## src/rtl/dsm_pkg.sv

```systemverilog
package dsm_pkg;
    localparam int DSM_DATA_W   = 16;
    localparam int DSM_OSR_LOG2 = 8;
    localparam int DSM_GUARD_W  = 6;

    typedef enum logic {
        FMT_OFFSET = 1'b0,
        FMT_TWOS   = 1'b1
    } dsm_fmt_e;
endpackage

```

## src/rtl/dsm_rate_gen.sv

```systemverilog
module dsm_rate_gen #(
    parameter int OSR_LOG2 = dsm_pkg::DSM_OSR_LOG2
) (
    input  logic clk,
    input  logic rst_n,
    input  logic en_i,
    output logic strobe_o
);
    typedef struct packed {
        logic [OSR_LOG2-1:0] phase;
    } rate_st_t;

    rate_st_t st_d, st_q;

    always_comb begin
        st_d = st_q;
        if (en_i) st_d.phase = st_q.phase + OSR_LOG2'(1);
        else      st_d.phase = '0;
    end

    always_ff @(posedge clk or negedge rst_n) begin
        if (!rst_n) st_q <= '0;
        else        st_q <= st_d;
    end

    assign strobe_o = en_i && (st_q.phase == '0);


    strobe_gap_chk: assert property (@(posedge clk) disable iff (!rst_n)
        strobe_o |=> !strobe_o);
endmodule

```

## src/rtl/dsm_sample_hold.sv

```systemverilog
module dsm_sample_hold #(
    parameter int DATA_W = dsm_pkg::DSM_DATA_W
) (
    input  logic                     clk,
    input  logic                     rst_n,
    input  logic                     en_i,
    input  logic                     strobe_i,
    input  logic                     fmt_i,
    input  logic [DATA_W-1:0]        sample_i,
    output logic signed [DATA_W-1:0] held_o
);
    import dsm_pkg::*;

    localparam logic [DATA_W-1:0] MSB_MASK = {1'b1, {(DATA_W-1){1'b0}}};

    typedef struct packed {
        logic signed [DATA_W-1:0] held;
    } hold_st_t;

    hold_st_t st_d, st_q;

    always_comb begin
        st_d = st_q;
        if (!en_i) begin
            st_d.held = '0;
        end else if (strobe_i) begin
            if (dsm_fmt_e'(fmt_i) == FMT_TWOS)
                st_d.held = sample_i;
            else
                st_d.held = {~sample_i[DATA_W-1], sample_i[DATA_W-2:0]};
        end
    end

    always_ff @(posedge clk or negedge rst_n) begin
        if (!rst_n) st_q <= '0;
        else        st_q <= st_d;
    end

    assign held_o = st_q.held;


    hold_stable_chk: assert property (@(posedge clk) disable iff (!rst_n)
        (en_i && !strobe_i) |=> $stable(held_o));


    fmt_map_chk: assert property (@(posedge clk) disable iff (!rst_n)
        (en_i && strobe_i) |=>
            (held_o == ($past(fmt_i) ? $past(sample_i) : ($past(sample_i) ^ MSB_MASK))));
endmodule

```

## src/rtl/dsm_loop.sv

```systemverilog
module dsm_loop #(
    parameter int DATA_W  = dsm_pkg::DSM_DATA_W,
    parameter int GUARD_W = dsm_pkg::DSM_GUARD_W
) (
    input  logic                     clk,
    input  logic                     rst_n,
    input  logic                     en_i,
    input  logic signed [DATA_W-1:0] x_i,
    output logic                     bit_o
);
    localparam int ACC_W = DATA_W + GUARD_W;
    localparam int SUM_W = ACC_W + 2;

    localparam logic signed [SUM_W-1:0] ONE     = SUM_W'(1);
    localparam logic signed [SUM_W-1:0] ACC_MAX = (ONE <<< (ACC_W-1)) - ONE;
    localparam logic signed [SUM_W-1:0] ACC_MIN = -(ONE <<< (ACC_W-1));
    localparam logic signed [SUM_W-1:0] FB_POS  = ONE <<< (DATA_W-1);
    localparam logic signed [SUM_W-1:0] FB_NEG  = -FB_POS;
    localparam logic signed [ACC_W-1:0] STEP    = ACC_W'(1) <<< DATA_W;

    typedef struct packed {
        logic signed [ACC_W-1:0] i1;
        logic signed [ACC_W-1:0] i2;
        logic                    bit_v;
    } loop_st_t;

    loop_st_t st_d, st_q;

    logic signed [SUM_W-1:0] fb;
    logic signed [SUM_W-1:0] sum1, sum2;
    logic signed [ACC_W-1:0] i1_next;

    function automatic logic signed [ACC_W-1:0] clamp(input logic signed [SUM_W-1:0] v);
        logic signed [SUM_W-1:0] r;
        if (v > ACC_MAX)      r = ACC_MAX;
        else if (v < ACC_MIN) r = ACC_MIN;
        else                  r = v;
        return r[ACC_W-1:0];
    endfunction

    always_comb begin
        fb       = st_q.bit_v ? FB_POS : FB_NEG;
        sum1     = SUM_W'(st_q.i1) + SUM_W'(x_i) - fb;
        i1_next  = clamp(sum1);
        sum2     = SUM_W'(st_q.i2) + SUM_W'(i1_next) - fb;
        st_d.i1  = i1_next;
        st_d.i2  = clamp(sum2);
        st_d.bit_v = ~st_d.i2[ACC_W-1];
        if (!en_i) st_d = '0;
    end

    always_ff @(posedge clk or negedge rst_n) begin
        if (!rst_n) st_q <= '0;
        else        st_q <= st_d;
    end

    assign bit_o = st_q.bit_v;


    no_overflow_chk: assert property (@(posedge clk) disable iff (!rst_n)
        (en_i && st_q.i1 >= STEP) |=> !st_q.i1[ACC_W-1]);


    no_underflow_chk: assert property (@(posedge clk) disable iff (!rst_n)
        (en_i && st_q.i1 <= -STEP) |=> st_q.i1[ACC_W-1]);


    disable_clear_chk: assert property (@(posedge clk) disable iff (!rst_n)
        !en_i |=> (st_q.i1 == '0 && st_q.i2 == '0 && !bit_o));
endmodule

```

## src/rtl/dsm_modulator.sv

```systemverilog
module dsm_modulator #(
    parameter int DATA_W   = dsm_pkg::DSM_DATA_W,
    parameter int OSR_LOG2 = dsm_pkg::DSM_OSR_LOG2,
    parameter int GUARD_W  = dsm_pkg::DSM_GUARD_W
) (
    input  logic              clk,
    input  logic              rst_n,
    input  logic              enable_i,
    input  logic              fmt_signed_i,
    input  logic [DATA_W-1:0] sample_i,
    output logic              sample_req_o,
    output logic              bit_o
);
    logic                     strobe_w;
    logic signed [DATA_W-1:0] held_w;

    dsm_rate_gen #(.OSR_LOG2(OSR_LOG2)) rate_i (
        .clk      (clk),
        .rst_n    (rst_n),
        .en_i     (enable_i),
        .strobe_o (strobe_w)
    );

    dsm_sample_hold #(.DATA_W(DATA_W)) hold_i (
        .clk      (clk),
        .rst_n    (rst_n),
        .en_i     (enable_i),
        .strobe_i (strobe_w),
        .fmt_i    (fmt_signed_i),
        .sample_i (sample_i),
        .held_o   (held_w)
    );

    dsm_loop #(.DATA_W(DATA_W), .GUARD_W(GUARD_W)) loop_i (
        .clk   (clk),
        .rst_n (rst_n),
        .en_i  (enable_i),
        .x_i   (held_w),
        .bit_o (bit_o)
    );

    assign sample_req_o = strobe_w;
endmodule

```

## config.mk

```make
export PLATFORM = sky130hd
export DESIGN_NAME = dsm_modulator
export DESIGN_NICKNAME = d
export VERILOG_FILES = /design/src/rtl/dsm_pkg.sv /design/src/rtl/dsm_rate_gen.sv /design/src/rtl/dsm_sample_hold.sv /design/src/rtl/dsm_loop.sv /design/src/rtl/dsm_modulator.sv
export SDC_FILE = /design/constraint.sdc
export NUM_CORES = 1
export LEC_CHECK = 0
export BUFFER_PORTS_ARGS = -buffer_cell sky130_fd_sc_hd__buf_2
export CELL_PAD_IN_SITES_DETAIL_PLACEMENT = 1
export CELL_PAD_IN_SITES_GLOBAL_PLACEMENT = 2
export CORE_MARGIN = 2
export CORE_UTILIZATION = 40
export DETAILED_ROUTE_END_ITERATION = 8
export GPL_ROUTABILITY_DRIVEN = 1
export HOLD_SLACK_MARGIN = 0.08
export PLACE_DENSITY_LB_ADDON = 0.2
export REMOVE_ABC_BUFFERS = 1
export SYNTH_ARGS = -nofsm -noshare
export SYNTH_HDL_FRONTEND = slang
export SYNTH_SLANG_ARGS = --single-unit
```

## constraint.sdc

```tcl
create_clock -name clk -period 18.39 [get_ports clk]
set_input_delay 1.839 -clock clk [delete_from_list [all_inputs] [get_ports clk]]
set_output_delay 1.839 -clock clk [all_outputs]
set_load 0.1 [all_outputs]
```

==> impl_metrics.env <==
export IMPL_status="finished clean"
export IMPL_worstHoldEndpoint="rate_i.st_q[0]"
export IMPL_multi_input_area_sq_mm=0.00408
export IMPL_synth_edff_count=0
export IMPL_r2r_setup_slack_ps=10540
export IMPL_regArea_sq_mm=0.00173
export IMPL_fmax_mhz=127
export IMPL_async_reset_ff_frac=1.00
export IMPL_path_max_fanout=31
export IMPL_netlist_area_sq_mm=0.00644
export IMPL_core_area_sq_mm=0.0158
export IMPL_drt_iter0_markers=202
export IMPL_avgSynthCellArea_sq_um=8.28
export IMPL_min_path_type="reg2reg"
export IMPL_hold_viol=0
export IMPL_ant_nets=0
export IMPL_worstHoldStart="rate_i.st_q[0]"
export IMPL_maxSlewViolCount=0
export IMPL_path_class="reg2reg"
export IMPL_vias_per_cell=5.48
export IMPL_fillCellCount=1966
export IMPL_post_cts_resized=0
export IMPL_cts_setup_buffers=0
export IMPL_synth_ff_type="dfrtp_1"
export IMPL_tritoncts="yes"
export IMPL_diodes=0
export IMPL_cts_buffers_inserted=9
export IMPL_end_kind="flop"
export IMPL_wl_per_cell_microns=17.5
export IMPL_timing_final_ws_setup_ps=10540
export IMPL_antenna_found_initial=0
export IMPL_die_w_microns=131
export IMPL_io_pins=22
export IMPL_worstSetupStartpoint="loop_i.bit_o"
export IMPL_synth_seq_area_share=0.268
export IMPL_ctsLongestPathBuffers=2
export IMPL_grt_use_total=0.219
export IMPL_rr_endpoint="loop_i.st_q[18]"
export IMPL_hold_depth=1
export IMPL_rows=46
export IMPL_worstRegToRegCells=23
export IMPL_mostFrequentLayoutCells="129 x inv_1, 78 x ha_1, 70 x a21oi_1, 69 x dfrtp_1, 53 x nor2_1"
export IMPL_clk_insertion_delay_late_ps=350
export IMPL_numPortBuffers=21
export IMPL_grt_pass1_vias=5829
export IMPL_yosys_warnings=0
export IMPL_syn2layout_area_growth_pct=8.37
export IMPL_clock_sinks=69
export IMPL_tightest_slew_ps=1060
export IMPL_worst_setup_path_start_kind="flop"
export IMPL_finalSetupViolCount=0
export IMPL_drive_gt1_frac=0.0698
export IMPL_min_period_ps=7850
export IMPL_cp_required_ps=18560
export IMPL_dr_pass1_iters=4
export IMPL_slew_headroom=0.289
export IMPL_grt_max_degree=70
export IMPL_dp_slack_ps=10490
export IMPL_final_nets=893
export IMPL_max_cap_violations=0
export IMPL_gr_total_overflow=0
export IMPL_fin_setup_tns_ps=0
export IMPL_cts_max_level=3
export IMPL_wl_microns=17600
export IMPL_crit_arrival_ps=8020
export IMPL_die_area_sq_mm=0.0171
export IMPL_gp_congestion=0.844
export IMPL_synth_cell_types=66
export IMPL_timing_rr_start="loop_i.bit_o"
export IMPL_via_count=5497
export IMPL_cts_hold_buffers=0
export IMPL_min_period_over_period=0.427
export IMPL_finalClockSkew_ps=9.52
export IMPL_netlist_instances=778
export IMPL_start_util=0.407
export IMPL_ys_ff_latch=69
export IMPL_die_h_microns=131
export IMPL_drc_errors=0
export IMPL_grt_pass1_wl_microns=29000
export IMPL_grt_setup_unrepaired="false"
export IMPL_cts_root_buf="clkbuf_16"
export IMPL_dp_hpwl_microns=13300
export IMPL_final_common_cell="inv_1"
export IMPL_path_clk_slew_ps=60
state kept, by name, summed over array words and instances (netlist names):
signal and count:
hold_i.held_o 16, loop_i.bit_o 1, loop_i.st_q 44, rate_i.st_q 8
logic make-up after synthesis:
logic type               synth area share
multiplexers                       0.0264
buffers and inverters               0.101
XOR/XNOR                           0.0571
AND/OR/NAND/NOR                     0.124
flip-flops                          0.268
AO/OA/AOI/OAI                       0.234
adder cells (fa/ha/maj)             0.189
synth_stat cells, drive strengths merged, types with 6 or more instances:
library cell,instances,area (sq um)
nand2,45,169
nor3,12,60.1
inv,130,488
nor2,53,199
mux2i,17,170
xnor2,19,166
fa,12,240
dfrtp,69,1730
o31ai,34,260
nand3,13,65.1
a31oi,10,62.6
o21ai,40,200
and3,6,37.5
clkbuf,20,75.1
nor2b,7,43.8
o21a,6,45.0
a21oi,72,375
xor2,23,201
a21o,25,188
buf,11,86.3
ha,78,976
layer usage:
layer,track usage,wire [microns],up-vias
met5,0,0,-
met3,0.0236,322,16
met1,0.275,8200,2731
met2,0.395,8780,47
met4,0.0707,259,0
li1,-,-,2703
critical path, cell delays in order, from the launching register on:
cell,delay [ps]
dfrtp_1,620
inv_1,330
fa_1,600
inv_1,40
ha_1,350
a21o_1,230
a21o_1,180
a21o_1,190
a221oi_1,330
a21oi_1,130
a31oi_2,150
buf_4,300
inv_1,220
a21oi_4,590
a21oi_1,120
fa_1,520
ha_1,410
a21o_1,230
o21bai_1,190
or2_2,310
a2111oi_0,470
a211oi_2,180
a21oi_2,780
o31ai_1,180
cell type report:
type,count,area share
Tap cell,216,0.0387
Timing Repair Buffer,25,0.0194
Clock inverter,7,0.00807
Clock buffer,9,0.0323
Sequential cell,69,0.247
Inverter,130,0.0699
Multi-Input combinational cell,548,0.584
per-stage QoR:
step	area (sq um)	utilization	cells	hold WS (ps)
global route	6980	0.441	1004	511
CTS	6980	0.441	1004	481
detailed placement	6700	0.423	988	471
global placement	6700	0.423	988	458
finish	6980	0.441	1004	478
floorplan	6280	-	747	438
worst max-delay path by stage:
stage | endpoint | slack, ps
CTS | loop_i.st_q[18] | 10460
floorplan | loop_i.st_q[3] | 10000
global placement | loop_i.st_q[17] | 10730
global route | loop_i.st_q[18] | 9950
detailed placement | loop_i.st_q[18] | 10490
finish | loop_i.st_q[18] | 10540
Power is not shown: default switching activity piles up to over one toggle a cycle in this logic, so the estimate is an artifact.
